[src/rtl/opmap_pkg.sv]
package opmap_pkg;
  localparam int OPC_W_DEF  = 6;
  localparam int ADDR_W_DEF = 8;
  localparam int LAT_W_DEF  = 8;

  typedef enum logic {
    RUN_CONC = 1'b0,
    RUN_BLK  = 1'b1
  } run_mode_e;
endpackage

[src/rtl/opmap_table.sv]
module opmap_table #(
  parameter int OPC_W  = opmap_pkg::OPC_W_DEF,
  parameter int ADDR_W = opmap_pkg::ADDR_W_DEF
) (
  input  logic              clk,
  input  logic              rst_n,
  input  logic              map_wr,
  input  logic              opc_wr,
  input  logic              addr_wr,
  input  logic [OPC_W-1:0]  opc_in,
  input  logic [ADDR_W-1:0] addr_in,
  output logic              rd_vld,
  output logic [ADDR_W-1:0] rd_addr
);
  localparam int DEPTH = 1 << OPC_W;

  logic              resv_q;
  logic [OPC_W-1:0]  resv_idx_q;
  logic              set_en;
  logic [OPC_W-1:0]  set_idx;
  logic [DEPTH-1:0]  vld_vec;
  logic [ADDR_W-1:0] addr_vec [DEPTH];

  // the one-step write and the fill of a reserved index share one write port
  always_comb begin
    set_en  = map_wr | (addr_wr & resv_q);
    set_idx = map_wr ? opc_in : resv_idx_q;
  end

  always_ff @(posedge clk or negedge rst_n) begin
    if (!rst_n) begin
      resv_q     <= 1'b0;
      resv_idx_q <= '0;
    end else if (opc_wr) begin
      resv_q     <= 1'b1;
      resv_idx_q <= opc_in;
    end else if (addr_wr) begin
      resv_q     <= 1'b0;
    end
  end

  for (genvar i = 0; i < DEPTH; i++) begin : g_ent
    logic              v_q;
    logic [ADDR_W-1:0] a_q;
    always_ff @(posedge clk or negedge rst_n) begin
      if (!rst_n)                                v_q <= 1'b0;
      else if (set_en && set_idx == OPC_W'(i))   v_q <= 1'b1;
      else if (opc_wr && opc_in == OPC_W'(i))    v_q <= 1'b0;
    end
    always_ff @(posedge clk) begin
      if (set_en && set_idx == OPC_W'(i)) a_q <= addr_in;
    end
    assign vld_vec[i]  = v_q;
    assign addr_vec[i] = a_q;
  end

  assign rd_vld  = vld_vec[opc_in];
  assign rd_addr = addr_vec[opc_in];

  assert_map_sets_valid_R2: assert property (@(posedge clk) disable iff (!rst_n)
    map_wr |=> vld_vec[$past(opc_in)]);
  assert_reserve_opens_R3: assert property (@(posedge clk) disable iff (!rst_n)
    opc_wr |=> resv_q);
  assert_fill_closes_R3: assert property (@(posedge clk) disable iff (!rst_n)
    (addr_wr && !opc_wr) |=> !resv_q);
  assert_stray_fill_inert_R4: assert property (@(posedge clk) disable iff (!rst_n)
    (addr_wr && !resv_q && !map_wr && !opc_wr) |=> (vld_vec == $past(vld_vec)));
endmodule

[src/rtl/opmap_lat_counter.sv]
module opmap_lat_counter #(
  parameter int LAT_W = opmap_pkg::LAT_W_DEF
) (
  input  logic             clk,
  input  logic             rst_n,
  input  logic             load,
  input  logic [LAT_W-1:0] load_val,
  output logic             busy,
  output logic             last
);
  logic [LAT_W-1:0] cnt_q;

  always_ff @(posedge clk or negedge rst_n) begin
    if (!rst_n)      cnt_q <= '0;
    else if (load)   cnt_q <= load_val;
    else if (busy)   cnt_q <= cnt_q - LAT_W'(1);
  end

  assign busy = (cnt_q != '0);
  assign last = (cnt_q == LAT_W'(1));

  assert_count_ends_R8: assert property (@(posedge clk) disable iff (!rst_n)
    (busy && last && !load) |=> !busy);
  assert_load_idle_R11: assert property (@(posedge clk) disable iff (!rst_n)
    load |-> !busy);
  assert_load_runs_R9: assert property (@(posedge clk) disable iff (!rst_n)
    (load && load_val != '0) |=> busy);
endmodule

[src/rtl/opmap_exec_ctrl.sv]
module opmap_exec_ctrl #(
  parameter int OPC_W  = opmap_pkg::OPC_W_DEF,
  parameter int ADDR_W = opmap_pkg::ADDR_W_DEF,
  parameter int LAT_W  = opmap_pkg::LAT_W_DEF
) (
  input  logic              clk,
  input  logic              rst_n,
  input  logic              map_wr,
  input  logic              opc_wr,
  input  logic              addr_wr,
  input  logic              exec_blk,
  input  logic              exec_conc,
  input  logic              rd_res,
  input  logic [OPC_W-1:0]  opc_in,
  input  logic [ADDR_W-1:0] addr_in,
  input  logic [LAT_W-1:0]  lat_in,
  output logic [ADDR_W-1:0] unit_addr,
  output logic              unit_start,
  output logic              done,
  output logic              stall,
  output logic              err
);
  import opmap_pkg::*;

  logic            hit;
  logic            busy, last;
  logic            exec_any, accept, multi, load;
  logic [LAT_W-1:0] load_val;
  run_mode_e       mode_q;

  opmap_table #(.OPC_W(OPC_W), .ADDR_W(ADDR_W)) u_tbl (
    .clk(clk), .rst_n(rst_n),
    .map_wr(map_wr), .opc_wr(opc_wr), .addr_wr(addr_wr),
    .opc_in(opc_in), .addr_in(addr_in),
    .rd_vld(hit), .rd_addr(unit_addr)
  );

  opmap_lat_counter #(.LAT_W(LAT_W)) u_cnt (
    .clk(clk), .rst_n(rst_n),
    .load(load), .load_val(load_val),
    .busy(busy), .last(last)
  );

  always_comb begin
    exec_any   = exec_blk | exec_conc;
    accept     = exec_any & ~busy;
    unit_start = accept & hit;
    err        = accept & ~hit;
    multi      = (lat_in > LAT_W'(1));
    load       = unit_start & multi;
    load_val   = lat_in - LAT_W'(1);
    done       = (unit_start & ~multi) | (busy & last);
    // a blocking run freezes the host, so a strobe seen then is the held one
    stall = (unit_start & multi & exec_blk)
          | (busy & (mode_q == RUN_BLK) & ~last)
          | (busy & (mode_q == RUN_CONC) & exec_any)
          | (busy & (mode_q == RUN_CONC) & rd_res & ~last);
  end

  always_ff @(posedge clk or negedge rst_n) begin
    if (!rst_n)    mode_q <= RUN_CONC;
    else if (load) mode_q <= exec_blk ? RUN_BLK : RUN_CONC;
  end

  assert_blk_hold_R8: assert property (@(posedge clk) disable iff (!rst_n)
    (busy && mode_q == RUN_BLK && !last) |-> stall);
  assert_conc_free_R9: assert property (@(posedge clk) disable iff (!rst_n)
    (exec_conc && !busy) |-> !stall);
  assert_read_waits_R10: assert property (@(posedge clk) disable iff (!rst_n)
    (busy && mode_q == RUN_CONC && rd_res && !last) |-> stall);
  assert_no_start_busy_R11: assert property (@(posedge clk) disable iff (!rst_n)
    busy |-> !unit_start);
  assert_start_pulse_R7: assert property (@(posedge clk) disable iff (!rst_n)
    (unit_start && multi) |=> !unit_start);
endmodule

[config.mk]
export PLATFORM = sky130hd
export DESIGN_NAME = opmap_exec_ctrl
export DESIGN_NICKNAME = d
export VERILOG_FILES = /design/src/rtl/opmap_pkg.sv /design/src/rtl/opmap_table.sv /design/src/rtl/opmap_lat_counter.sv /design/src/rtl/opmap_exec_ctrl.sv
export SDC_FILE = /design/constraint.sdc
export NUM_CORES = 1
export LEC_CHECK = 0
export BUFFER_PORTS_ARGS = -buffer_cell sky130_fd_sc_hd__buf_4
export CELL_PAD_IN_SITES_DETAIL_PLACEMENT = 0
export CELL_PAD_IN_SITES_GLOBAL_PLACEMENT = 2
export CORE_MARGIN = 1
export CORE_UTILIZATION = 46
export CTS_BUF_LIST = sky130_fd_sc_hd__clkbuf_4
export CTS_CLUSTER_DIAMETER = 200
export DETAILED_ROUTE_END_ITERATION = 10
export GPL_TIMING_DRIVEN = 0
export PLACE_DENSITY_LB_ADDON = 0.1
export SLEW_MARGIN = 15
export SYNTH_ARGS = -nofsm -noshare
export SYNTH_HDL_FRONTEND = slang
export SYNTH_SLANG_ARGS = --single-unit
[constraint.sdc]
create_clock -name clk -period 3 [get_ports clk]
set_input_delay 0.45 -clock clk [delete_from_list [all_inputs] [get_ports clk]]
set_output_delay 0.45 -clock clk [all_outputs]
set_load 0.005 [all_outputs]
* Word level (Yosys, flattened, before mapping) *
Cells that the tools add are included.

storage, ports and cells
  output and inout port bits = 12
  input port bits = 30
  register bits = 592
  word-level logic and storage cells = 626

cells by class
  $lt $le $gt $ge = 3
  reductions and logical operators = 197
  bitwise operators = 26
  multiplexer cells = 139
  add/subtract/negate cells = 2
  equality and inequality tests = 127

operators by type and width
  cell                 number
  $eq 6x6->1 const B   64
  $eq 6x5->1 const B   32
  $mux 1               132
  $reduce_bool 2->1    66
  $logic_and 1x1->1    128
  $eq 6x4->1 const B   16
  $bmux 8 s6           1
  $eq 6x3->1 const B   8
  $mux 8               4
  $eq 6x2->1 const B   4
  $sub 8x1->8 const B  2
  $and 1x1->1          14
  $eq 6x1->1 const B   2
  $logic_not 6->1      2
  $eq 8x1->1 const B   1
  $gt 8x1->1 const B   1
  $reduce_bool 8->1    1
  $ge 7x7->1 const B   1
  $lt 6x7->1 const B   1
  $not 6->7            1
  $bmux 1 s6           1
  $mux 6               1
  $or 1x1->1           6
  $not 1->1            5

* Logic depth before layout (Yosys ltp) *
Gate-level depths: netlist of run 1.

  word-level depth = 9
  gate-level depth with buffers = 11
  gate-level depth less buffers = 8

* Modules after synthesis *
From an unflattened synthesis of run 1, not the netlist that was laid out.

unflattened totals
  cells, all modules = 1293
  area, all modules = 23682.7 µm²

by module, submodules not included
  module             cells an instance  sequential area each (µm²)  times used  area each (µm²)
  opmap_table        1195               17151.4                     1           22863.2
  opmap_lat_counter  61                 200.2                       1           546.8
  opmap_exec_ctrl    37                 25.0                        1           272.8

* Least setup slack after synthesis of run 1 *
No wires, ideal clock.

  kind = input-to-output
  start point = in opc_in[1]
  end point = out unit_addr[0]
  setup slack = 0.063 ns
  arrival time = 2.487 ns
  required time = 2.550 ns
  cell stages on the path = 6
  cell sequence = buf_2 buf_2 clkbuf_1 mux4_2 mux4_2 mux4_2

between the ends
  word-level cells in the longest chain between the ends = 4

ends and longest elaborated chain
  item                                       line                   RTL
  start: declaration                         opmap_exec_ctrl.sv:14  input logic [OPC_W-1:0] opc_in,
  $not 6->7 (not written as such)            opmap_table.sv:58      assign rd_addr = addr_vec[opc_in];
  $bmux 8 s6                                 opmap_table.sv:58
  $mux 8 (not written as such) (2 in a row)  opmap_table.sv:58
  end: declaration                           opmap_exec_ctrl.sv:17  output logic [ADDR_W-1:0] unit_addr,

No other way between the ends. The select of a mux whose other input is x is not followed.

* Final worst setup path of run 1 *
  start point = reg u_tbl.g_ent[23].a_q[3]
  end point = out unit_addr[3]

between the ends
  word-level cells in the longest chain between the ends = 3

ends and longest elaborated chain
  item                                       line               RTL
  start: declaration                         opmap_table.sv:44  logic [ADDR_W-1:0] a_q;
  start signal: assignment                   opmap_table.sv:51  if (set_en && set_idx == OPC_W'(i)) a_q <= addr_in;
  $bmux 8 s6                                 opmap_table.sv:58
  $mux 8 (not written as such) (2 in a row)  opmap_table.sv:58

No other way between the ends. The select of a mux whose other input is x is not followed.

==> run_summary.xml, run 1 <==
<?xml version="1.0" encoding="UTF-8"?>
<metrics>
  <group name="routing">
    <metric name="drtPass1Iterations" unit="">8</metric>
    <metric name="ant_nets" unit="">0</metric>
    <metric name="total_via_count_after_detailed_routing" unit="">13152</metric>
    <metric name="routedWlPerCell" unit="µm">28.4</metric>
    <metric name="starting_drc_count_in_detailed_routing" unit="">1097</metric>
    <metric name="drt_drc_violations_left" unit="">4</metric>
    <metric name="drt-vias-per-instance" unit="">5.81</metric>
    <metric name="detail_route.wirelength" unit="µm">64300</metric>
  </group>
  <group name="final_layout">
    <metric name="multi_input_comb_area" unit="µm²">6300</metric>
    <metric name="final_layout_size_suffix_gt1_share" unit="%">33.3</metric>
    <metric name="mostFrequentLayoutCell" unit="">sky130_fd_sc_hd__edfxtp_1</metric>
    <metric name="area_delta_synth_final" unit="%">15.3</metric>
    <metric name="mostFrequentLayoutCells" unit="">sky130_fd_sc_hd__edfxtp_1, sky130_fd_sc_hd__clkbuf_4, sky130_fd_sc_hd__mux4_2</metric>
    <metric name="seq_area" unit="µm²">17400</metric>
    <metric name="fill_cells" unit="">4219</metric>
    <metric name="finalNetCount" unit="">1515</metric>
    <metric name="layout.core_utilization" unit="%">53.6</metric>
  </group>
  <group name="cts">
    <metric name="clkTransAtPathRegs" unit="ps">70</metric>
    <metric name="clock_insertion_delay_worst_skew" unit="ps">990</metric>
    <metric name="cts_num_sinks" unit="">592</metric>
    <metric name="root_buffer_cell" unit="">sky130_fd_sc_hd__clkbuf_4</metric>
    <metric name="cts_buffer_depth" unit="">3</metric>
    <metric name="cts_max_level" unit="">4</metric>
    <metric name="tritoncts_clock_tree" unit="">done</metric>
    <metric name="cts_buffers" unit="">155</metric>
  </group>
  <group name="floorplan">
    <metric name="fp.dieArea" unit="µm²">52800</metric>
    <metric name="boundaryPins" unit="">42</metric>
    <metric name="placementRows" unit="">83</metric>
    <metric name="chipWidth" unit="µm">230</metric>
    <metric name="core-area" unit="µm²">51300</metric>
    <metric name="initial_core_util" unit="%">46.5</metric>
    <metric name="chipHeight" unit="µm">230</metric>
  </group>
  <group name="synthesis">
    <metric name="synth_seq_area_share" unit="%">72.8</metric>
    <metric name="asyncSetResetFlopFracSynth" unit="%">13.5</metric>
    <metric name="syn_inst" unit="">1255</metric>
    <metric name="synthesis.area" unit="µm²">23900</metric>
    <metric name="syn_nets" unit="">1290</metric>
    <metric name="synth_enable_flop_cells" unit="">512</metric>
    <metric name="synth_cell_type_count" unit="">42</metric>
    <metric name="synth_ff_type" unit="">sky130_fd_sc_hd__edfxtp_1</metric>
    <metric name="ys_ff_latch" unit="">592</metric>
    <metric name="synth-warning-count" unit="">0</metric>
    <metric name="synthesis.area_per_instance" unit="µm²">19.0</metric>
  </group>
  <group name="sta">
    <metric name="fin_skew" unit="ps">43.2</metric>
    <metric name="final.setup.tns" unit="ps">-5490</metric>
    <metric name="final_min_period_over_clock_period" unit="%">121</metric>
    <metric name="rsz0062_at_grt" unit="">yes</metric>
    <metric name="actual_transition_at_the_worst_max_transition_pin" unit="ps">1070</metric>
    <metric name="timing_max_transition_violations_final" unit="">0</metric>
    <metric name="slew-limit-headroom" unit="%">28.5</metric>
    <metric name="report.final.hold_viol_count" unit="">0</metric>
    <metric name="achievable-frequency" unit="MHz">275</metric>
    <metric name="layout_min_cycle_time" unit="ps">3630</metric>
    <metric name="setup_violators_final" unit="">12</metric>
    <metric name="layout_setup_ws" unit="ps">-635</metric>
  </group>
  <group name="power">
    <metric name="power.density" unit="nW/µm²">656</metric>
    <metric name="power.clock.fraction" unit="%">39.0</metric>
    <metric name="p_sw_share" unit="%">24.2</metric>
    <metric name="int_pwr" unit="µW">13700</metric>
    <metric name="vdd_ir_drop_max" unit="mV">0.481</metric>
    <metric name="power.combinational.fraction" unit="%">8.7</metric>
    <metric name="switching_power" unit="µW">4380</metric>
    <metric name="power_frac_seq" unit="%">52.3</metric>
    <metric name="static-leakage-power" unit="µW">0.00916</metric>
  </group>
  <group name="placement">
    <metric name="post-dp-hpwl" unit="µm">40100</metric>
    <metric name="dpl_worst_slack" unit="ps">-1330</metric>
    <metric name="port-buffer-count" unit="">34</metric>
    <metric name="gp_congestion" unit="">0.807</metric>
  </group>
  <group name="global_route">
    <metric name="via_count_of_the_first_global_routing_pass" unit="">13757</metric>
    <metric name="overall_global_routing_usage" unit="%">25.4</metric>
    <metric name="antenna_found_initial" unit="">6</metric>
    <metric name="grt_pass1_wl" unit="µm">93200</metric>
    <metric name="grt.overflow.total" unit="">0</metric>
    <metric name="grt_start_max_net_pins" unit="">81</metric>
  </group>
  <group name="critical_path">
    <metric name="cp_slowest_stage_delay" unit="ps">580</metric>
    <metric name="worst_r2r_endpoint" unit="">u_tbl.g_ent[11].a_q[6]</metric>
    <metric name="crit_fanout" unit="">1</metric>
    <metric name="critical_path_arrival" unit="ps">3180</metric>
    <metric name="critPathLaunchType" unit="">flip-flop</metric>
    <metric name="crit_top_cell" unit="">sky130_fd_sc_hd__mux4_2</metric>
    <metric name="timing.reg2reg.setup_slack" unit="ps">260</metric>
    <metric name="crit_path_end_kind" unit="">output port</metric>
    <metric name="path_class" unit="">flip-flop to output port</metric>
    <metric name="worstReg2RegStart" unit="">u_tbl.resv_idx_q[1]</metric>
    <metric name="worst-r2r-cell-count" unit="">4</metric>
    <metric name="cp_cell_sequence" unit="">mux4_2 -&gt; mux4_2 -&gt; mux4_2 -&gt; buf_6</metric>
    <metric name="cp_data_required_time" unit="ps">2550</metric>
    <metric name="crit_slowest_cell" unit="">sky130_fd_sc_hd__mux4_2</metric>
  </group>
  <group name="job">
    <metric name="max-cap-violations" unit="">0</metric>
  </group>
  <group name="outcome">
    <metric name="failed_checks" unit="">design-rule violations, negative setup slack</metric>
    <metric name="outcome" unit="">complete, but fails checks</metric>
  </group>
  <group name="min_path">
    <metric name="min-delay-path-class" unit="">input pin to asynchronous set/reset pin</metric>
  </group>
</metrics>
-- stage by stage --
stage	instance area, µm²	hold slack [ps]	instances	total power [µW]
floorplan	23900	154	1255	10400
global placement	25000	489	1969	11000
detailed placement	25000	496	1969	11100
CTS	27300	46.4	2253	18200
global route	27500	112	2262	18800
finish	27500	125	2265	18100
-- worst max path at each step --
stage / endpoint / slack [ps] / depth (start not counted) / from
CTS: unit_addr[3] / -780 / 4 / u_tbl.g_ent[23].a_q[3]
detailed placement: u_tbl.g_ent[39].a_q[6] / -1330 / 7 / opc_in[2]
floorplan: unit_addr[0] / 60 / 6 / opc_in[1]
global placement: u_tbl.g_ent[39].a_q[6] / -1270 / 7 / opc_in[2]
global route: unit_addr[4] / -760 / 4 / u_tbl.g_ent[27].a_q[4]
finish: unit_addr[3] / -630 / 4 / u_tbl.g_ent[23].a_q[3]
-- sequential cells by signal, summed over array words and instances, names as in the netlist --
signal,flops
u_tbl.g_ent.a_q,512
u_tbl.g_ent.v_q,64
u_cnt.cnt_q,8
mode_q,1
u_tbl.resv_q,1
u_tbl.resv_idx_q,6
-- routing by layer --
layer  share of wire, %  vias to the layer above  GRT usage, %
met1                 42                     6899          34.4
met4                2.7                        4          10.0
met3                6.7                      111          6.63
met5              0.042                        -             0
met2                 48                      498          39.5
li1                   -                     5640             -
-- layout make-up --
class / instances / share of cell area (%)
diodes: 5 / 0.0455
plain buffers: 72 / 1.40
clock buffers: 213 / 5.81
clock inverters: 44 / 1.23
inverters: 10 / 0.136
multi-input cells: 581 / 22.9
flip-flops and latches: 592 / 63.2
well taps: 680 / 3.09
repair buffers: 68 / 2.24
-- critical path, delay by kind of cell (launching register included) --
family	cells	cell delay, ps
muxes	3	1660
buffers and inverters	1	150
DFF	1	370
-- cell usage after synthesis, drive strengths merged, types with 4 or more instances --
library cell    n  area share [%]
a21oi           5            0.10
a22o            4            0.15
a22oi          12            0.38
buf            35            0.89
clkbuf         37            0.58
dfrtp          80             8.4
edfxtp        512              64
ha              5            0.26
inv            10            0.16
mux2            6            0.28
mux2i          33             1.4
mux4          168              16
nand2          46            0.72
nand2b          5            0.13
nand3          23            0.48
nor2           81             1.3
nor2b           8            0.21
nor3            7            0.15
o21ai         139             2.9
o22ai           5            0.13
xnor2           8            0.29
xor2            4            0.15
-- power by group through the flow --
| stage | sequential, µW | clock (µW) | combinational [µW] |
|---|---|---|---|
| after floorplan | 9560 | 0 | 854 |
| after global placement | 9590 | 0 | 1460 |
| after detailed placement | 9600 | 0 | 1470 |
| after CTS | 9430 | 7260 | 1530 |
| after global routing | 9470 | 7650 | 1700 |
| final | 9440 | 7050 | 1570 |
-- repair_timing --
item,in CTS,in global routing
hold buffers,26,0
hold endpoints to repair,436,0
cloned,0,0
resized for setup,32,51
buffers inserted,1,7
setup endpoints to repair,140,176
pin swaps,6,11
-- kinds of logic (layout without fill, tap and decap cells) --
group,count (synthesis),in the layout,synth area share [%]
AO/OA/AOI/OAI,175,175,4.03
XOR/XNOR,12,12,0.440
adder cells (fa/ha/maj),5,5,0.262
buffers and inverters,82,407,1.63
flip-flops,592,592,72.8
multiplexers,207,207,17.5
other,0,5,0
AND/OR/NAND/NOR,182,182,3.30
(Power assumes the default switching activity.)
==> run 2: changes to the inputs <==
- CTS_BUF_LIST: sky130_fd_sc_hd__clkbuf_4 -> sky130_fd_sc_hd__clkbuf_4 sky130_fd_sc_hd__clkbuf_8
- SYNTH_HIERARCHICAL: default -> 1
==> run_summary.xml, run 2 <==
<?xml version="1.0" encoding="UTF-8"?>
<metrics>
  <group name="outcome">
    <metric name="outcome" unit="">complete, but fails checks</metric>
    <metric name="failed_checks" unit="">negative setup slack</metric>
  </group>
  <group name="synthesis">
    <metric name="synth_seq_area_share" unit="%">73.4</metric>
    <metric name="synth_enable_flop_cells" unit="">512</metric>
    <metric name="syn_inst" unit="">1293</metric>
    <metric name="synthesis.area" unit="µm²">23700</metric>
    <metric name="post-synth-top-count-cell" unit="">sky130_fd_sc_hd__edfxtp_1</metric>
    <metric name="syn_nets" unit="">1327</metric>
    <metric name="ys_ff_latch" unit="">592</metric>
    <metric name="synth_ff_type" unit="">sky130_fd_sc_hd__edfxtp_1</metric>
    <metric name="synth-warning-count" unit="">6</metric>
    <metric name="post-synth-top-area-cell" unit="">sky130_fd_sc_hd__edfxtp_1</metric>
    <metric name="yosys-top-cells-area" unit="">sky130_fd_sc_hd__edfxtp_1, sky130_fd_sc_hd__mux4_2, sky130_fd_sc_hd__dfrtp_1</metric>
    <metric name="portion_of_synthesized_cell_area_occupied_by_the_leading_cell_type" unit="%">64.9</metric>
    <metric name="synthesis.area_per_instance" unit="µm²">18.3</metric>
    <metric name="asyncSetResetFlopFracSynth" unit="%">13.5</metric>
    <metric name="synthTopCellsByCount" unit="">sky130_fd_sc_hd__edfxtp_1, sky130_fd_sc_hd__mux4_2, sky130_fd_sc_hd__o21ai_0</metric>
    <metric name="synth_cell_type_count" unit="">50</metric>
  </group>
  <group name="critical_path">
    <metric name="crit_path_end_kind" unit="">output port</metric>
    <metric name="cp_slowest_stage_delay" unit="ps">560</metric>
    <metric name="crit_slowest_cell" unit="">sky130_fd_sc_hd__clkbuf_1</metric>
    <metric name="path_class" unit="">input pin to output port</metric>
    <metric name="crit_fanout" unit="">10</metric>
    <metric name="cp_data_required_time" unit="ps">2550</metric>
    <metric name="crit_top_cell" unit="">sky130_fd_sc_hd__buf_4</metric>
    <metric name="critPathLaunchType" unit="">input pin</metric>
    <metric name="critical_path_arrival" unit="ps">3000</metric>
    <metric name="cp_cell_sequence" unit="">buf_4 -&gt; nor2b_1 -&gt; clkbuf_1 -&gt; clkbuf_1 -&gt; a22oi_2 -&gt; a21oi_1 -&gt; or4_4 -&gt; inv_4 -&gt; buf_4 -&gt; o41ai_1 -&gt; buf_4</metric>
  </group>
  <group name="routing">
    <metric name="starting_drc_count_in_detailed_routing" unit="">1106</metric>
    <metric name="total_via_count_after_detailed_routing" unit="">13274</metric>
    <metric name="routedWlPerCell" unit="µm">29.2</metric>
    <metric name="drtPass1Iterations" unit="">5</metric>
    <metric name="ant_nets" unit="">0</metric>
    <metric name="drt-vias-per-instance" unit="">6.05</metric>
    <metric name="detail_route.wirelength" unit="µm">64000</metric>
    <metric name="drt_drc_violations_left" unit="">0</metric>
  </group>
  <group name="global_route">
    <metric name="grt_start_max_net_pins" unit="">81</metric>
    <metric name="overall_global_routing_usage" unit="%">25.1</metric>
    <metric name="antenna_found_initial" unit="">2</metric>
    <metric name="via_count_of_the_first_global_routing_pass" unit="">13554</metric>
    <metric name="grt.overflow.total" unit="">0</metric>
    <metric name="grt_pass1_wl" unit="µm">93700</metric>
  </group>
  <group name="final_layout">
    <metric name="final_design_area_no_fill" unit="µm²">27100</metric>
    <metric name="fill_cells" unit="">4147</metric>
    <metric name="reg.largest.list" unit="">u_tbl/g_ent.a_q: 512 flops, u_tbl/g_ent.v_q: 64 flops, u_cnt/cnt_q: 8 flops</metric>
    <metric name="layout.core_utilization" unit="%">53.8</metric>
    <metric name="final_layout_size_suffix_gt1_share" unit="%">28.8</metric>
    <metric name="multi_input_comb_area" unit="µm²">6010</metric>
    <metric name="finalNetCount" unit="">1476</metric>
    <metric name="regMostFlops" unit="">u_tbl/g_ent.a_q</metric>
    <metric name="largest_register_ff_count" unit="">512</metric>
    <metric name="area_delta_synth_final" unit="%">14.6</metric>
    <metric name="mostFrequentLayoutCells" unit="">sky130_fd_sc_hd__edfxtp_1, sky130_fd_sc_hd__mux4_2, sky130_fd_sc_hd__o21ai_0</metric>
    <metric name="seq_area" unit="µm²">17400</metric>
    <metric name="mostFrequentLayoutCell" unit="">sky130_fd_sc_hd__edfxtp_1</metric>
  </group>
  <group name="placement">
    <metric name="gp_congestion" unit="">0.868</metric>
    <metric name="post-dp-hpwl" unit="µm">40700</metric>
    <metric name="dpl_worst_slack" unit="ps">-883</metric>
    <metric name="port-buffer-count" unit="">37</metric>
    <metric name="place_area" unit="µm²">24900</metric>
  </group>
  <group name="cts">
    <metric name="cts_buffer_depth" unit="">3</metric>
    <metric name="clkTransAtPathRegs" unit="ps">60</metric>
    <metric name="clock_insertion_delay_worst_skew" unit="ps">720</metric>
    <metric name="tritoncts_clock_tree" unit="">done</metric>
    <metric name="cts_num_sinks" unit="">592</metric>
    <metric name="root_buffer_cell" unit="">sky130_fd_sc_hd__clkbuf_8</metric>
    <metric name="cts_max_level" unit="">3</metric>
    <metric name="cts_buffers" unit="">99</metric>
  </group>
  <group name="sta">
    <metric name="slew-limit-headroom" unit="%">33.0</metric>
    <metric name="layout_min_cycle_time" unit="ps">3450</metric>
    <metric name="timing_max_transition_violations_final" unit="">0</metric>
    <metric name="final_min_period_over_clock_period" unit="%">115</metric>
    <metric name="actual_transition_at_the_worst_max_transition_pin" unit="ps">1000</metric>
    <metric name="rsz0062_at_grt" unit="">yes</metric>
    <metric name="report.final.hold_viol_count" unit="">0</metric>
    <metric name="setup_violators_final" unit="">12</metric>
    <metric name="layout_setup_ws" unit="ps">-451</metric>
    <metric name="achievable-frequency" unit="MHz">290</metric>
    <metric name="fin_skew" unit="ps">55.9</metric>
  </group>
  <group name="floorplan">
    <metric name="initial_core_util" unit="%">46.9</metric>
    <metric name="placementRows" unit="">82</metric>
    <metric name="core-area" unit="µm²">50500</metric>
    <metric name="boundaryPins" unit="">42</metric>
    <metric name="chipHeight" unit="µm">229</metric>
    <metric name="fp.dieArea" unit="µm²">52400</metric>
    <metric name="chipWidth" unit="µm">229</metric>
  </group>
  <group name="job">
    <metric name="max-cap-violations" unit="">0</metric>
  </group>
  <group name="power">
    <metric name="static-leakage-power" unit="µW">0.00889</metric>
    <metric name="vdd_ir_drop_max" unit="mV">0.444</metric>
    <metric name="power.density" unit="nW/µm²">666</metric>
  </group>
  <group name="min_path">
    <metric name="min-delay-path-class" unit="">input pin to flip-flop</metric>
  </group>
</metrics>
run 2: cell count changes after synthesis, moves of 7 or more:
cell and delta:
sky130_fd_sc_hd__a22oi_1 +60, sky130_fd_sc_hd__nand3_1 -9, sky130_fd_sc_hd__o21ai_0 -7, sky130_fd_sc_hd__mux2i_1 -32
sky130_fd_sc_hd__mux4_2 -24, sky130_fd_sc_hd__a21oi_1 +34, sky130_fd_sc_hd__buf_4 -7, sky130_fd_sc_hd__clkbuf_1 +18
sky130_fd_sc_hd__or4_1 +9
run 2: through the flow:
step           power, µW  hold WS [ps]  cells  setup TNS (ps)
2_1_floorplan      10400           154   1293               0
3_3_place_gp       11000           484   2002         -226440
3_5_place_dp       11000           493   2002         -234170
4_1_cts            18200          3.78   2188           -4340
5_1_grt            18700          15.9   2193           -4920
6_report           18100          61.3   2194           -3810
run 2: power breakdown:
| part | switching (µW) | total [µW] | internal, µW | leakage, µW |
|---|---|---|---|---|
| combinational | 887 | 1470 | 586 | 0.00224 |
| clock | 3240 | 7140 | 3900 | 0.00105 |
| sequential | 159 | 9460 | 9300 | 0.00561 |
| total | 4280 | 18100 | 13800 | 0.00889 |
run 2: what timing repair did:
action                                  in CTS  in global routing
gates resized for setup                     34                 16
setup buffers                                4                  3
hold buffers                                 3                  0
endpoints found under the setup margin      18                 19
hold endpoints to repair                    76                  0
cloned                                       0                  1
pin swaps                                    6                  2
run 2: kinds of logic (layout without fill, tap and decap cells):
kind of cell	count (synthesis)	in the layout	synth area share (%)
adders and majority gates	4	4	0.211
buffers and inverters	92	319	1.76
other	0	2	0
muxes	151	151	14.0
and+or+nand+nor	179	179	3.59
AOI/OAI and AO/OA	269	269	6.83
DFF	592	592	73.4
xor gates and xnor gates	6	6	0.222
run 2: worst max-delay path: cells and delay by family:
kind	cells	cell delay, ps
AO/OA/AOI/OAI	3	720
AND/OR/NAND/NOR	2	350
buffers and inverters	6	1460
run 2: path summary, 6_finish.rpt:
path                                       end  cells after the start           startpoint  slack, ps
max reg2reg                     u_cnt/cnt_q[7]                     13  u_tbl/g_ent[46].v_q         70
max                                       done                     11            opc_in[2]       -450
min in group asynchronous  u_tbl/resv_idx_q[4]                      2                rst_n        350
min reg2reg                u_tbl/g_ent[47].v_q                      2  u_tbl/g_ent[47].v_q        500
max in group asynchronous       u_cnt/cnt_q[7]                      2                rst_n       2000
min                               u_tbl/resv_q                      3              addr_wr         60
run 2: per-layer routing:
metal  share of wire (%)  GRT usage, %  vias up
met5                   0             0        -
met4                 2.7          7.69        0
met3                 6.5          5.09      116
met2                  49          40.9      496
met1                  42          34.4     7070
li1                    -             -     5592
run 2: final cells by class:
type	instances	share of cell area [%]
well taps	672	3.10
multi-input cells	609	22.1
inverters	14	0.203
repair buffers	48	1.37
diodes	2	0.0184
flip-flops and latches	592	64.0
clock buffers	133	6.01
plain buffers	78	1.87
clock inverters	46	1.27
